==> config.mk <==
export PLATFORM = sky130hd
export DESIGN_NAME = lgdisp_router
export DESIGN_NICKNAME = d
export VERILOG_FILES = /design/src/rtl/lgdisp_pkg.sv /design/src/rtl/lgdisp_io_dec.sv /design/src/rtl/lgdisp_mem_dec.sv /design/src/rtl/lgdisp_route_sel.sv /design/src/rtl/lgdisp_router.sv
export SDC_FILE = /design/constraint.sdc
export NUM_CORES = 1
export LEC_CHECK = 0
export BUFFER_PORTS_ARGS = -buffer_cell sky130_fd_sc_hd__buf_2
export CAP_MARGIN = 5
export CORE_UTILIZATION = 30
export DETAILED_ROUTE_END_ITERATION = 7
export HOLD_SLACK_MARGIN = 0.12
export PLACE_DENSITY = 0.67
export RECOVER_POWER = 50
export SLEW_MARGIN = 25
export SYNTH_ARGS = -nofsm -noshare
export SYNTH_HDL_FRONTEND = slang
export SYNTH_HIERARCHICAL = 1
export SYNTH_SLANG_ARGS = --single-unit
==> constraint.sdc <==
create_clock -name clk -period 1.5 [get_ports clk]
set_input_delay 0.075 -clock clk [delete_from_list [all_inputs] [get_ports clk]]
set_output_delay 0.075 -clock clk [all_outputs]
set_load 0.05 [all_outputs]
==> src/rtl/lgdisp_pkg.sv <==
package lgdisp_pkg;

  localparam int ALIAS_W = 10;
  typedef logic [ALIAS_W-1:0] port10_t;

  typedef enum logic [1:0] {
    RT_NONE = 2'b00,
    RT_DFLT = 2'b01,
    RT_GFX  = 2'b10
  } route_e;

  // Monochrome adapter byte ports (10-bit alias decode)
  function automatic logic is_mono_port(port10_t p);
    return p inside {10'h3B4, 10'h3B5, 10'h3B8, 10'h3B9, 10'h3BA, 10'h3BF};
  endfunction

  // Printer-port corner, routed by the base/limit window
  function automatic logic is_par_port(port10_t p);
    return (p >= 10'h3BC) && (p <= 10'h3BF);
  endfunction

  // Colour display ports, excluding the printer-port corner
  function automatic logic is_vga_port(port10_t p);
    return ((p >= 10'h3B0) && (p <= 10'h3BB)) ||
           ((p >= 10'h3C0) && (p <= 10'h3DF));
  endfunction

endpackage

==> src/rtl/lgdisp_io_dec.sv <==
module lgdisp_io_dec
  import lgdisp_pkg::*;
#(
  parameter int IO_W  = 16,
  parameter int LANES = 4
) (
  input  logic [IO_W-1:0]  addr_i,
  input  logic [LANES-1:0] be_i,
  input  logic [IO_W-1:0]  base_i,
  input  logic [IO_W-1:0]  lim_i,
  output logic             mono_hit_o,
  output logic             vga_hit_o,
  output logic             par_hit_o,
  output logic             win_hit_o
);

  localparam int LB = $clog2(LANES);

  logic [LANES-1:0] lane_mono;
  logic [LANES-1:0] lane_vga;
  logic [LANES-1:0] lane_par;
  logic [IO_W-1:0]  dword_addr;

  for (genvar g = 0; g < LANES; g++) begin : g_lane
    logic [IO_W-1:0] full_port;
    port10_t         alias_port;
    assign full_port  = {addr_i[IO_W-1:LB], LB'(g)};
    assign alias_port = full_port[ALIAS_W-1:0];
    assign lane_mono[g] = be_i[g] && is_mono_port(alias_port);
    assign lane_vga[g]  = be_i[g] && is_vga_port(alias_port);
    assign lane_par[g]  = be_i[g] && is_par_port(alias_port);
  end

  assign dword_addr = {addr_i[IO_W-1:LB], {LB{1'b0}}};

  assign mono_hit_o = |lane_mono;
  assign vga_hit_o  = |lane_vga;
  assign par_hit_o  = |lane_par;
  assign win_hit_o  = (dword_addr >= base_i) && (dword_addr <= lim_i);

endmodule

==> src/rtl/lgdisp_mem_dec.sv <==
module lgdisp_mem_dec #(
  parameter int ADDR_W = 32
) (
  input  logic [ADDR_W-1:0] addr_i,
  output logic              vga_mem_o,
  output logic              mono_mem_o
);

  localparam logic [ADDR_W-1:0] VGA_LO  = ADDR_W'(20'hA0000);
  localparam logic [ADDR_W-1:0] VGA_HI  = ADDR_W'(20'hBFFFF);
  localparam logic [ADDR_W-1:0] MONO_LO = ADDR_W'(20'hB0000);
  localparam logic [ADDR_W-1:0] MONO_HI = ADDR_W'(20'hB7FFF);

  assign vga_mem_o  = (addr_i >= VGA_LO)  && (addr_i <= VGA_HI);
  assign mono_mem_o = (addr_i >= MONO_LO) && (addr_i <= MONO_HI);

endmodule

==> src/rtl/lgdisp_route_sel.sv <==
module lgdisp_route_sel (
  input  logic is_io_i,
  input  logic vga_en_i,
  input  logic mono_en_i,
  input  logic mem_en_i,
  input  logic io_en_i,
  input  logic io_mono_i,
  input  logic io_vga_i,
  input  logic io_par_i,
  input  logic io_win_i,
  input  logic mem_vga_i,
  input  logic mem_mono_i,
  output logic carve_o,
  output logic gfx_o
);

  logic mono_active;
  logic claim;
  logic gate_ok;

  // VGA-enable clear forces the invalid combination to behave as plain disable
  assign mono_active = vga_en_i && mono_en_i;
  assign carve_o     = mono_active && (is_io_i ? io_mono_i : mem_mono_i);
  assign claim       = is_io_i ? (io_vga_i || (io_par_i && io_win_i)) : mem_vga_i;
  assign gate_ok     = is_io_i ? io_en_i : mem_en_i;
  assign gfx_o       = vga_en_i && !carve_o && gate_ok && claim;

endmodule

==> src/rtl/lgdisp_router.sv <==
module lgdisp_router
  import lgdisp_pkg::*;
#(
  parameter int ADDR_W = 32,
  parameter int IO_W   = 16,
  parameter int LANES  = 4
) (
  input  logic              clk,
  input  logic              rst,
  input  logic              req_vld_i,
  input  logic [ADDR_W-1:0] req_addr_i,
  input  logic              req_is_io_i,
  input  logic [LANES-1:0]  req_be_i,
  input  logic              cfg_vga_en_i,
  input  logic              cfg_mono_en_i,
  input  logic              cfg_mem_en_i,
  input  logic              cfg_io_en_i,
  input  logic [IO_W-1:0]   cfg_io_base_i,
  input  logic [IO_W-1:0]   cfg_io_lim_i,
  output logic              rsp_vld_o,
  output logic [1:0]        route_oh_o
);

  // Named decode events
  logic io_mono_hit, io_vga_hit, io_par_hit, io_win_hit;
  logic mem_vga_hit, mem_mono_hit;
  logic carve_hit, gfx_pick;
  route_e route_q;

  lgdisp_io_dec #(.IO_W(IO_W), .LANES(LANES)) u_io_dec (
    .addr_i     (req_addr_i[IO_W-1:0]),
    .be_i       (req_be_i),
    .base_i     (cfg_io_base_i),
    .lim_i      (cfg_io_lim_i),
    .mono_hit_o (io_mono_hit),
    .vga_hit_o  (io_vga_hit),
    .par_hit_o  (io_par_hit),
    .win_hit_o  (io_win_hit)
  );

  lgdisp_mem_dec #(.ADDR_W(ADDR_W)) u_mem_dec (
    .addr_i     (req_addr_i),
    .vga_mem_o  (mem_vga_hit),
    .mono_mem_o (mem_mono_hit)
  );

  lgdisp_route_sel u_sel (
    .is_io_i    (req_is_io_i),
    .vga_en_i   (cfg_vga_en_i),
    .mono_en_i  (cfg_mono_en_i),
    .mem_en_i   (cfg_mem_en_i),
    .io_en_i    (cfg_io_en_i),
    .io_mono_i  (io_mono_hit),
    .io_vga_i   (io_vga_hit),
    .io_par_i   (io_par_hit),
    .io_win_i   (io_win_hit),
    .mem_vga_i  (mem_vga_hit),
    .mem_mono_i (mem_mono_hit),
    .carve_o    (carve_hit),
    .gfx_o      (gfx_pick)
  );

  always_ff @(posedge clk) begin
    if (rst) begin
      rsp_vld_o <= 1'b0;
      route_q   <= RT_NONE;
    end else begin
      rsp_vld_o <= req_vld_i;
      route_q   <= !req_vld_i ? RT_NONE : (gfx_pick ? RT_GFX : RT_DFLT);
    end
  end

  assign route_oh_o = route_q;

  AST_RSP_FOLLOWS_REQ: assert property (@(posedge clk) disable iff (rst)
    req_vld_i |=> rsp_vld_o);
  AST_NO_SPURIOUS_RSP: assert property (@(posedge clk) disable iff (rst)
    !req_vld_i |=> !rsp_vld_o);
  AST_ROUTE_ONEHOT: assert property (@(posedge clk) disable iff (rst)
    rsp_vld_o |-> ($countones(route_oh_o) == 1));
  AST_ROUTE_IDLE_ZERO: assert property (@(posedge clk) disable iff (rst)
    !rsp_vld_o |-> (route_oh_o == 2'b00));
  AST_RESET_CLEARS: assert property (@(posedge clk)
    rst |=> (!rsp_vld_o && route_oh_o == 2'b00));
  AST_VGA_OFF_DFLT: assert property (@(posedge clk) disable iff (rst)
    (req_vld_i && !cfg_vga_en_i) |=> (route_oh_o == 2'b01));
  AST_MONO_CARVE: assert property (@(posedge clk) disable iff (rst)
    (req_vld_i && cfg_vga_en_i && cfg_mono_en_i && req_is_io_i && io_mono_hit)
    |=> (route_oh_o == 2'b01));
  AST_MEM_GATE: assert property (@(posedge clk) disable iff (rst)
    (req_vld_i && !req_is_io_i && !cfg_mem_en_i) |=> (route_oh_o == 2'b01));
  AST_IO_GATE: assert property (@(posedge clk) disable iff (rst)
    (req_vld_i && req_is_io_i && !cfg_io_en_i) |=> (route_oh_o == 2'b01));
  AST_BE_ZERO_DFLT: assert property (@(posedge clk) disable iff (rst)
    (req_vld_i && req_is_io_i && req_be_i == '0) |=> (route_oh_o == 2'b01));

endmodule

==> impl_metrics.tcl <==
set metrics [dict create \
    status "finished with violations" \
    violations "negative setup slack" \
    crit_path_end_kind "register" \
    num_vias 1298 \
    crit_type "in -> reg" \
    ys_seq_area_share_pct 6.18 \
    netlist_area_sq_um 972 \
    coreArea_sq_um 3050 \
    placed_area_sq_um 1550 \
    die_height_um 58.9 \
    grt_pass1_wl_mm 4.39 \
    drc 0 \
    rows 20 \
    grt_max_degree 5 \
    n_antenna_cell 0 \
    place_hpwl_mm 2.34 \
    clock.fmax_mhz 651 \
    netlist_instances 139 \
    cp_num_buf_inv 1 \
    ios 79 \
    cts.path.max_buffers 2 \
    worst_pin_slew_ps 593 \
    htreeDepth 1 \
    cpLargestDelayFamily "compound AO/OA/AOI/OAI gates" \
    p_switching_mw 0.240 \
    nNetsFinal 340 \
    switching_share_pct 35.5 \
    slowest_delay_ps 280 \
    rsz0062_at_grt "true" \
    design_area_sq_um 1890 \
    initialDrtViolationCount 20 \
    drive_gt1_share_pct 52.8 \
    cellPowerDensity_nw_per_um2 359 \
    final_cell_mix "57 x buf_2, 18 x inv_1, 15 x buf_6, 15 x a21oi_1, 15 x ha_1" \
    synthFlopType "dfxtp_1" \
    multi_input_area_sq_um 1000 \
    start_util_pct 31.8 \
    power_frac_seq_pct 12.3 \
    grt_pass1_vias 1192 \
    synth_nets 243 \
    fin_crit_sh_pct 102 \
    report.final.slew_viol_count 0 \
    clkPwrFrac_pct 21.2 \
    track_usage_pct 15.9 \
    fill_cells 295 \
    finalSetupViolCount 1 \
    globalRouteOverflowTotal 0 \
    hp-class "in -> reg" \
    layout_commonest_cell "buf_2" \
    finalWirelength_mm 3.01 \
    drtPass1Iterations 6 \
    start_kind "input port" \
    synth-seq-cells 3 \
    yosysUniqueCellTypes 28 \
    final_util_pct 61.8 \
    internal_power_mw 0.436 \
    path_clk_slew_ps 40 \
    cp.required_ps 1630 \
    cts_buffers 3 \
    yosysWarnings 6 \
    regArea_sq_um 60.1 \
    cts_sinks 3 \
    period_needed_ps 1540 \
    wl_per_cell_um 10.8 \
    peakVddDrop_mv 0.119 \
    die_w_um 58.9 \
    via_per_inst 4.65 \
    slowest_stage "ha_4" \
    power_frac_comb_pct 66.4 \
    async_reset_ff_share_pct 0 \
    maxSlewHeadroom_pct 60.6 \
    synth_edf_count 0 \
    syn_avg_cell_area_sq_um 6.99 \
    area_growth_pct 94.1 \
    dieArea_sq_um 3470 \
    place_congestion 0.834 \
    cp_max_fo 3 \
    ant_nets 0 \
    antenna_found_initial 0 \
    cts_setup_buffers 0 \
    io_buffers 76 \
    hold_viol_final 0 \
    cp_cell_sequence "buf_2, ha_4, nand2_4, o31ai_4, a21oi_2, o21ai_1, a32oi_1, a21oi_1, o21ai_1, and3b_1, and3b_1" \
    cts_root_buf "clkbuf_4" \
    timing.max_cap.violations 0 \
    power_leakage_nw 0.975 \
    fin_ws_ps -36.4 \
    cts_tree "yes" \
    critical_path_arrival_ps 1660 \
]
-- cell type report --
| cell class | instances | area share (%) |
|---|---|---|
| Multi-Input combinational cell | 107 | 53.2 |
| Clock buffer | 4 | 1.39 |
| Tap cell | 44 | 2.92 |
| Timing Repair Buffer | 92 | 32.7 |
| Inverter | 29 | 6.56 |
| Sequential cell | 3 | 3.18 |
-- sequential cells by signal (all words and copies together) (netlist names) --
register    cells
route_oh_o      2
rsp_vld_o       1
-- per-stage QoR --
stage,power (mW),worst slack [ps],setup TNS [ps],cells,hold WS [ps]
floorplan,0.249,-9.33,-9.33,139,147
global placement,0.425,-275,-538,273,263
CTS,0.585,-10.6,-10.6,279,192
detailed placement,0.429,-366,-719,273,271
finish,0.677,-36.4,-36.4,279,189
global route,0.743,-126,-202,279,205
-- what timing repair did --
item,4_1_cts,5_1_grt
hold buffers,2,0
endpoints found under the hold margin,3,0
gates resized for setup,5,56
endpoints found under the setup margin,2,2
pin swaps,6,23
-- worst paths after layout --
check | start | to | slack, ps | cells past startpoint
worst max-delay path | req_addr_i[2] | route_oh_o[1] | -40 | 11
worst min-delay path | cfg_vga_en_i | route_oh_o[0] | 190 | 3
-- metal layers --
metal | vias to the layer above | part of all wire (%) | track usage (%)
met4 | 0 | 0 | 3.74
met1 | 569 | 42 | 19.6
met5 | - | 0 | 0
met2 | 40 | 53 | 29.7
met3 | 0 | 4.2 | 1.10
li1 | 689 | - | -
-- logic make-up (layout without fill, tap and decap cells) --
| family | Yosys count | after routing | share of synthesized area, % |
|---|---|---|---|
| buffers and inverters | 29 | 125 | 11.2 |
| muxes | 1 | 1 | 1.03 |
| AOI/OAI and AO/OA | 35 | 35 | 20.7 |
| adders and majority gates | 28 | 28 | 36.0 |
| DFF | 3 | 3 | 6.18 |
| and+or+nand+nor | 43 | 43 | 24.8 |
-- cells in the mapped netlist (all sizes together) (2+ instances only) --
cell	n	area, sq um
a21oi	19	95.1
and3b	2	17.5
o21ai	7	35.0
nand2	10	37.5
nor2	8	32.5
dfxtp	3	60.1
nand4	8	50.1
nor3	3	15.0
ha	28	350
nor4b	2	17.5
nor4	2	12.5
a21o	4	30.0
inv	29	109
-- power groups by stage --
| stage | clock network (mW) | registers (mW) | logic, mW |
|---|---|---|---|
| 6_report | 0.144 | 0.0836 | 0.450 |
| 5_1_grt | 0.156 | 0.0837 | 0.503 |
| 4_1_cts | 0.145 | 0.0835 | 0.357 |
| 3_5_place_dp | 0 | 0.0848 | 0.344 |
| 3_3_place_gp | 0 | 0.0849 | 0.340 |
| 2_1_floorplan | 0 | 0.0955 | 0.153 |
Power figures use the tool's default switching activity.
